[src/rtl/cmos_bank_port_pkg.sv]
package cmos_bank_port_pkg;

  // Source of the read byte.
  typedef enum logic [1:0] {
    RD_ZERO = 2'd0,
    RD_CLK  = 2'd1,
    RD_RAM1 = 2'd2,
    RD_RAM2 = 2'd3
  } rdSel_e;

  // Strobes from control to datapath.
  typedef struct packed {
    logic   wrRam1;
    logic   wrRam2;
    rdSel_e rdSel;
  } nvStrobe_t;

  localparam logic [1:0] PORT_IDX1 = 2'd0;
  localparam logic [1:0] PORT_DAT1 = 2'd1;
  localparam logic [1:0] PORT_IDX2 = 2'd2;
  localparam logic [1:0] PORT_DAT2 = 2'd3;

endpackage

[src/rtl/cmos_bank_ctrl.sv]
module cmos_bank_ctrl
  import cmos_bank_port_pkg::*;
#(
  parameter int IDX_W    = 7,
  parameter int CLK_REGS = 14,
  parameter int CLK_AW   = $clog2(CLK_REGS)
) (
  input  logic              clk,
  input  logic              rstN,
  input  logic              busEn,
  input  logic [1:0]        busAddr,
  input  logic              busWr,
  input  logic [7:0]        busWdata,
  output logic [IDX_W-1:0]  idx1,
  output logic [IDX_W-1:0]  idx2,
  output nvStrobe_t         strobe,
  output logic [CLK_AW-1:0] clkRegAddr,
  output logic              clkRegWe,
  output logic              clkRegRd
);

  localparam logic [IDX_W-1:0] CLK_LIM = IDX_W'(CLK_REGS);

  logic inClk;
  logic wrAcc;
  logic rdAcc;

  assign inClk = (idx1 < CLK_LIM);
  assign wrAcc = busEn && busWr;
  assign rdAcc = busEn && !busWr;

  // Index latches: only the low IDX_W bits of the byte are kept.
  always_ff @(posedge clk) begin
    if (!rstN) begin
      idx1 <= '0;
      idx2 <= '0;
    end else if (wrAcc) begin
      if (busAddr == PORT_IDX1) idx1 <= busWdata[IDX_W-1:0];
      if (busAddr == PORT_IDX2) idx2 <= busWdata[IDX_W-1:0];
    end
  end

  always_comb begin
    strobe        = '0;
    strobe.rdSel  = RD_ZERO;
    clkRegWe      = 1'b0;
    clkRegRd      = 1'b0;
    unique case (busAddr)
      PORT_DAT1: begin
        strobe.rdSel  = inClk ? RD_CLK : RD_RAM1;
        strobe.wrRam1 = wrAcc && !inClk;
        clkRegWe      = wrAcc && inClk;
        clkRegRd      = rdAcc && inClk;
      end
      PORT_DAT2: begin
        strobe.rdSel  = RD_RAM2;
        strobe.wrRam2 = wrAcc;
      end
      default: ;
    endcase
  end

  assign clkRegAddr = idx1[CLK_AW-1:0];

  assert_idx_load_R2: assert property (@(posedge clk) disable iff (!rstN)
    (busEn && busWr && busAddr == PORT_IDX1) |=> idx1 == $past(busWdata[IDX_W-1:0]));

  assert_idx_hold_R6: assert property (@(posedge clk) disable iff (!rstN)
    !(busEn && busWr && busAddr == PORT_IDX2) |=> $stable(idx2));

  assert_clk_range_R8: assert property (@(posedge clk) disable iff (!rstN)
    (clkRegWe || clkRegRd) |-> (busEn && busAddr == PORT_DAT1 && idx1 < CLK_LIM));

endmodule

[src/rtl/cmos_bank_dp.sv]
module cmos_bank_dp
  import cmos_bank_port_pkg::*;
#(
  parameter int IDX_W    = 7,
  parameter int CLK_REGS = 14
) (
  input  logic             clk,
  input  logic             rstN,
  input  nvStrobe_t        strobe,
  input  logic [IDX_W-1:0] idx1,
  input  logic [IDX_W-1:0] idx2,
  input  logic [7:0]       wdata,
  input  logic [7:0]       clkRegRdata,
  output logic [7:0]       rdata
);

  localparam int DEPTH      = 1 << IDX_W;
  localparam int RAM1_DEPTH = DEPTH - CLK_REGS;

  logic [7:0]       ram1 [RAM1_DEPTH];
  logic [7:0]       ram2 [DEPTH];
  logic [IDX_W-1:0] ram1Addr;

  assign ram1Addr = idx1 - IDX_W'(CLK_REGS);

  // Storage is not reset: it models retained memory.
  always_ff @(posedge clk) begin
    if (strobe.wrRam1) ram1[ram1Addr] <= wdata;
    if (strobe.wrRam2) ram2[idx2]     <= wdata;
  end

  always_comb begin
    unique case (strobe.rdSel)
      RD_CLK:  rdata = clkRegRdata;
      RD_RAM1: rdata = ram1[ram1Addr];
      RD_RAM2: rdata = ram2[idx2];
      default: rdata = 8'h00;
    endcase
  end

  assert_ram1_range_R4: assert property (@(posedge clk) disable iff (!rstN)
    strobe.wrRam1 |-> idx1 >= IDX_W'(CLK_REGS));

  assert_bank_excl_R5: assert property (@(posedge clk) disable iff (!rstN)
    $onehot0({strobe.wrRam1, strobe.wrRam2}));

endmodule

[src/rtl/cmos_bank_port.sv]
module cmos_bank_port
  import cmos_bank_port_pkg::*;
#(
  parameter int IDX_W    = 7,
  parameter int CLK_REGS = 14,
  parameter int CLK_AW   = $clog2(CLK_REGS)
) (
  input  logic              clk,
  input  logic              rstN,
  input  logic              busEn,
  input  logic [1:0]        busAddr,
  input  logic              busWr,
  input  logic [7:0]        busWdata,
  output logic [7:0]        busRdata,
  output logic [CLK_AW-1:0] clkRegAddr,
  output logic              clkRegWe,
  output logic              clkRegRd,
  output logic [7:0]        clkRegWdata,
  input  logic [7:0]        clkRegRdata
);

  nvStrobe_t        strobe;
  logic [IDX_W-1:0] idx1;
  logic [IDX_W-1:0] idx2;

  cmos_bank_ctrl #(.IDX_W(IDX_W), .CLK_REGS(CLK_REGS), .CLK_AW(CLK_AW)) i_ctrl (
    .clk        (clk),
    .rstN       (rstN),
    .busEn      (busEn),
    .busAddr    (busAddr),
    .busWr      (busWr),
    .busWdata   (busWdata),
    .idx1       (idx1),
    .idx2       (idx2),
    .strobe     (strobe),
    .clkRegAddr (clkRegAddr),
    .clkRegWe   (clkRegWe),
    .clkRegRd   (clkRegRd)
  );

  cmos_bank_dp #(.IDX_W(IDX_W), .CLK_REGS(CLK_REGS)) i_dp (
    .clk         (clk),
    .rstN        (rstN),
    .strobe      (strobe),
    .idx1        (idx1),
    .idx2        (idx2),
    .wdata       (busWdata),
    .clkRegRdata (clkRegRdata),
    .rdata       (busRdata)
  );

  assign clkRegWdata = busWdata;

  assert_idx_read_zero_R7: assert property (@(posedge clk) disable iff (!rstN)
    (busAddr[0] == 1'b0) |-> busRdata == 8'h00);

  assert_clk_we_R3: assert property (@(posedge clk) disable iff (!rstN)
    clkRegWe |-> (busWr && clkRegWdata == busWdata));

endmodule

[config.mk]
export PLATFORM = sky130hd
export DESIGN_NAME = cmos_bank_port
export DESIGN_NICKNAME = d
export VERILOG_FILES = /design/src/rtl/cmos_bank_port_pkg.sv /design/src/rtl/cmos_bank_ctrl.sv /design/src/rtl/cmos_bank_dp.sv /design/src/rtl/cmos_bank_port.sv
export SDC_FILE = /design/constraint.sdc
export NUM_CORES = 2
export LEC_CHECK = 0
export CAP_MARGIN = 20
export CORE_MARGIN = 2
export CORE_UTILIZATION = 45
export CTS_CLUSTER_DIAMETER = 40
export DETAILED_ROUTE_END_ITERATION = 6
export DONT_BUFFER_PORTS = 1
export PLACE_DENSITY = 0.66
export SYNTH_ARGS = -nofsm -noshare
export SYNTH_HDL_FRONTEND = slang
export SYNTH_SLANG_ARGS = --single-unit
[constraint.sdc]
create_clock -name clk -period 4.2 [get_ports clk]
set_input_delay 0.63 -clock clk [delete_from_list [all_inputs] [get_ports clk]]
set_output_delay 0.63 -clock clk [all_outputs]
set_load 0.01 [all_outputs]
# Yosys cells after proc, flatten, opt, wreduce, memory -nomap -nowiden
# Memories as Yosys holds them, arrays and structs flattened. A register that Yosys moved wholly into a read port is not among the register bits.
# Index checks and enable logic that the tools add are counted.
[op_classes] add_sub_neg=1 order_cmp=1 eq_ne=6 mux=13 reduce_logical=10
[ops] op="case mux 8 bit (3 select lines)" count=1
[ops] op="two-way mux 7 bit" count=2
[ops] op="equality test 2 bit (second input constant)" count=4
[ops] op="two-way mux 1 bit" count=8
[ops] op="< comparator 7 x 4 -> 1 bit (second input constant)" count=1
[ops] op="subtractor 7 x 4 -> 7 bit (second input constant)" count=1
[ops] op="logical AND 1 bit" count=5
[ops] op="equality test 2 x 1 -> 1 bit (second input constant)" count=2
[ops] op="case mux 2 bit (2 select lines)" count=1
[ops] op="AND reduction 2 bit" count=2
[ops] op="logical NOT 1 bit" count=2
[ops] op="logical NOT 2 bit" count=1
[ops] op="two-way mux 2 bit" count=1
[totals] ff_bits=14 mem_bits_rw=1936 in_bits=22 out_inout_bits=22 elab_cells=35 n_memories=2
[memory_table] memory="i_dp.ram2" depth=128 width=8 rd=1 rd_ports_with_merged_regs=1 wr=1 line_no="cmos_bank_dp.sv:21" source="logic [7:0] ram2 [DEPTH];"
[memory_table] memory="i_dp.ram1" depth=114 width=8 rd=1 rd_ports_with_merged_regs=0 wr=1 line_no="cmos_bank_dp.sv:20" source="logic [7:0] ram1 [RAM1_DEPTH];"

# Logic depth before layout (Yosys ltp)
[logic_depth] ltp_word=6 ltp_mapped=15 ltp_nobuf=9

# Modules after synthesis
# From an unflattened synthesis, not the netlist that was laid out.
[hier_totals] hier_cells=3900 area_unflattened_um2=76646.0
[modules_own_cells] module="cmos_bank_dp" n_inst=1 cells_each=3820 area_per_inst_um2=75915.3 seq_area_each_um2=58135.8
[modules_own_cells] module="cmos_bank_ctrl" n_inst=1 cells_each=72 area_per_inst_um2=670.6 seq_area_each_um2=280.3
[modules_own_cells] module="cmos_bank_port" n_inst=1 cells_each=8 area_per_inst_um2=60.1 seq_area_each_um2=0.0

# Worst setup path after synthesis
# Ideal clock, no wire load.
[synth_timing] kind="reg2out" from="register i_ctrl.idx1[1]" to="output port busRdata[6]" arrival_ns=3.550 setup_slack_ns=0.020 path_stages_with_launch=14 path_cell_list="dfxtp_1 buf_2 inv_1 clkbuf_1 clkbuf_1 ha_1 buf_2 clkbuf_1 clkbuf_1 mux2_2 a222oi_1 o211ai_1 a211oi_1 o21ai_1"
[synth_between] elab_chain_cells=5
[synth_rtl] element="start, declared" line_no="cmos_bank_ctrl.sv:14" source="output logic [IDX_W-1:0] idx1,"
[synth_rtl] element="start signal, assigned" line_no="cmos_bank_ctrl.sv:38" source="if (busAddr == PORT_IDX1) idx1 <= busWdata[IDX_W-1:0];"
[synth_rtl] element="parallel branches: the longest is 4 deep, another holds memory read (114 x 8 bit)"
[synth_rtl] element="case mux 8 bit (3 select lines) *" line_no="cmos_bank_dp.sv:33" source="unique case (strobe.rdSel)"
[synth_rtl] element="end, declared" line_no="cmos_bank_port.sv:14" source="output logic [7:0] busRdata,"
# Mark *: on every way between the ends.

==> metrics <==
Highest Clock Rate=222 MHz; Slew HR=20.9%; Cell Chain, Critical Path=buf_12, buf_8, mux4_2, mux4_2, a31oi_4, nand4_1, a32oi_2, buf_6, o21ai_4, buf_6; Area after DPL=80000 um2; I/O pins=44; FF+latch count, synth=1957; Die H=416 um; startpoint types=register; Synth Area in Simple Gates=2.90%; RSZ-0062 raised after global routing=yes; clk slew on worst S/H paths=0.06 ns; Synth Warn #=0; Synth Net Count=3591; DR iter-0 viols=5379; post-route cell area=90700 um2; CTS tree=built; Avg Cell Area, Syn=21.4 um2; initial antenna violation count=9; Critical Path RT=3.57 ns; Final setup viols=8; LEAKAGE=27.7 nW; failing checks=negative setup slack; vias=38700; Die W=416 um; status=complete, but fails checks; clock latency on the worst-skew pair=0.86 ns; Placeable Area=169000 um2; post-synthesis mux area share=16.3%; Post-DP HPWL=106 mm; slowest CP cell=mux4_2; Hold Path Class=in -> reg; ys flop type=edfxtp_1; GRT Util Overall=22.5%; Max clock buf depth=3; fillers=12600; pin slew with the least headroom to its limit=1.19 ns; largest net degree at the start of global routing=230; Area Overhead vs Synth=18.9%; global placer's final weighted congestion=0.916; clock buffer count from CTS=235; Routed WL=196 mm; largest area contributor in the netlist=edfxtp_1; area fraction in compound gates after synthesis=2.39%; top cell family by delay on the critical path=multiplexers; Root Buffer=clkbuf_16; crit path kind=reg -> out; share of the synthesized area in the top cell type=76.2%; via density per instance=6.07; Post-Synth XOR/XNOR Area=0.102%; worst path buffer plus inverter count=4; IO Port Bufs=0; # DRC=0; Final Hold Fails=0; worst setup margin=-0.305 ns; die area=173000 um2; CTS Sinks=1957; CP endpoint kind=output pin; antenna violation net count after detailed routing=0; WP data arrival=3.87 ns; fin crit share=107%; row cnt=151; Congestion Overflow GR=0; fraction of registers with async set or reset after synthesis=0%; PwrDens=474 nW/um2; H-tree Lvls=4; Seq/Total Area, Yosys=76.8%; minimum clock period=4.50 ns; Net count, final=3971; slowest stage delay, CP=0.56 ns; adder-cell share of the synthesized area=0.0656%; top-count cell post-synth=edfxtp_1; Initial Util=45.2%; Synth cell types=64; Area contributors post-synth=edfxtp_1, mux4_2, mux2i_1, nor2_1, dfxtp_1; Post-synth EDFFs=1936; Worst VDD drop=0.497 mV; worst slack, placed=0.0670 ns; MaxCap Viol Count=0; first-pass GRT wire length=280 mm; pins over their slew limit=0; synth cell count leaders=edfxtp_1, mux4_2, nor2_1; fraction of layout cells with a size suffix above 1=32.1%; first-pass iteration count of the detailed router=6; largest family of logic cells by synthesized area=multiplexers; CP max FO=8; DR WL/cell=30.8 um; vias in the first global route=38400; post-synthesis cell area=76300 um2; Post-Synthesis Cells=3565; Clock Skew=0.0451 ns
-- cell type report --
class                   instances  area [um2]  share of cell area, %
diodes                          7        17.5                 0.0193
clock inverters               162        1780                   1.97
multi-input cells            1400       17300                   19.1
well taps                    2218        2780                   3.06
repair buffers                346        4110                   4.54
flip-flops and latches       1957       58600                   64.6
clock buffers                 275        6140                   6.76
inverters                       5        20.0                 0.0221
-- power breakdown --
part / switching, mW / leakage [nW] / internal (mW)
Clock: 8.27 / 3.79 / 12.0
Combinational: 0.816 / 6.38 / 0.468
Sequential: 0.0126 / 17.6 / 21.5
-- final timing paths --
kind / start / slack (ns) / cells past startpoint / end
worst max-delay path: register / -0.30 / 10 / busRdata[0]
worst min-delay path: busWdata[3] / 0.14 / 1 / i_dp.ram2[122][3]$_DFFE_PP_
worst max register to register: i_ctrl.idx1[3]$_SDFFE_PN0P_ / 0.56 / 7 / i_dp.ram1[22][5]$_DFFE_PP_
worst min register to register: i_ctrl.idx2[2]$_SDFFE_PN0P_ / 0.51 / 2 / register
-- sequential cells by signal, summed over array words and instances, names as in the netlist, named ones only --
signal and count:
i_dp.ram2 1024, i_ctrl.idx2 7, i_ctrl.idx1 7, i_dp.ram1 912
-- layout by cell type, fill, tap and decap left out, drive strengths merged, types with 9 or more instances in the layout --
master,count
clkbuf,281
buf,328
a22oi,46
nand3,37
clkinv,78
inv,41
edfxtp,1936
nand2,105
dlygate4sd3,9
a211oi,22
a21oi,24
bufinv,23
nor2,284
mux2,9
a21boi,9
mux2i,131
nor2b,30
mux4,488
clkinvlp,25
a32oi,10
nor3,13
o221ai,9
o22ai,10
o21ai,26
and2,13
nand2b,11
a221oi,31
dfxtp,21
-- per-layer routing --
metal | vias up | track usage [%] | share of wire (%)
met4 | 2 | 7.80 | 2.9
li1 | 15800 | - | -
met1 | 20600 | 31.9 | 39
met5 | - | 0 | 0.0066
met2 | 1997 | 34.6 | 48
met3 | 345 | 4.96 | 9.9
-- cell families after synthesis --
group / after synthesis
AO/OA/AOI/OAI: 244
XOR/XNOR: 8
adder cells (fa/ha/maj): 4
buffers and inverters: 208
flip-flops: 1957
multiplexers: 628
AND/OR/NAND/NOR: 516
-- metrics by stage --
| step | utilization, % | instances | TNS [ns] | hold slack (ns) | total power [mW] |
|---|---|---|---|---|---|
| 6_report | 53.7 | 6370 | -1.59 | 0.137 | 43.0 |
| 5_1_grt | 53.7 | 6368 | -2.21 | 0.0607 | 44.0 |
| 4_1_cts | 53.3 | 6328 | -1.95 | 0.00773 | 43.2 |
| 3_5_place_dp | 47.4 | 5799 | 0 | 0.495 | 22.6 |
| 3_3_place_gp | 47.3 | 5797 | 0 | 0.488 | 22.6 |
| 2_1_floorplan | - | 3565 | 0 | 0.472 | 22.4 |
-- timing repair --
action,in CTS,in global routing
resized for setup,147,86
pin swaps,27,36
endpoints found under the setup margin,8,8
buffers inserted,57,34
cloned,8,6
hold endpoints to repair,1233,0
hold buffers,29,0
-- worst register-to-register path, delay by kind of cell (launching register included) --
kind | cells | cell delay (ns)
flip-flops | 1 | 0.37
buffers and inverters | 2 | 0.48
AO/OA/AOI/OAI | 1 | 0.50
XOR/XNOR | 1 | 0.34
AND/OR/NAND/NOR | 3 | 1.55
Note: power is estimated with default switching activity, not from simulation.
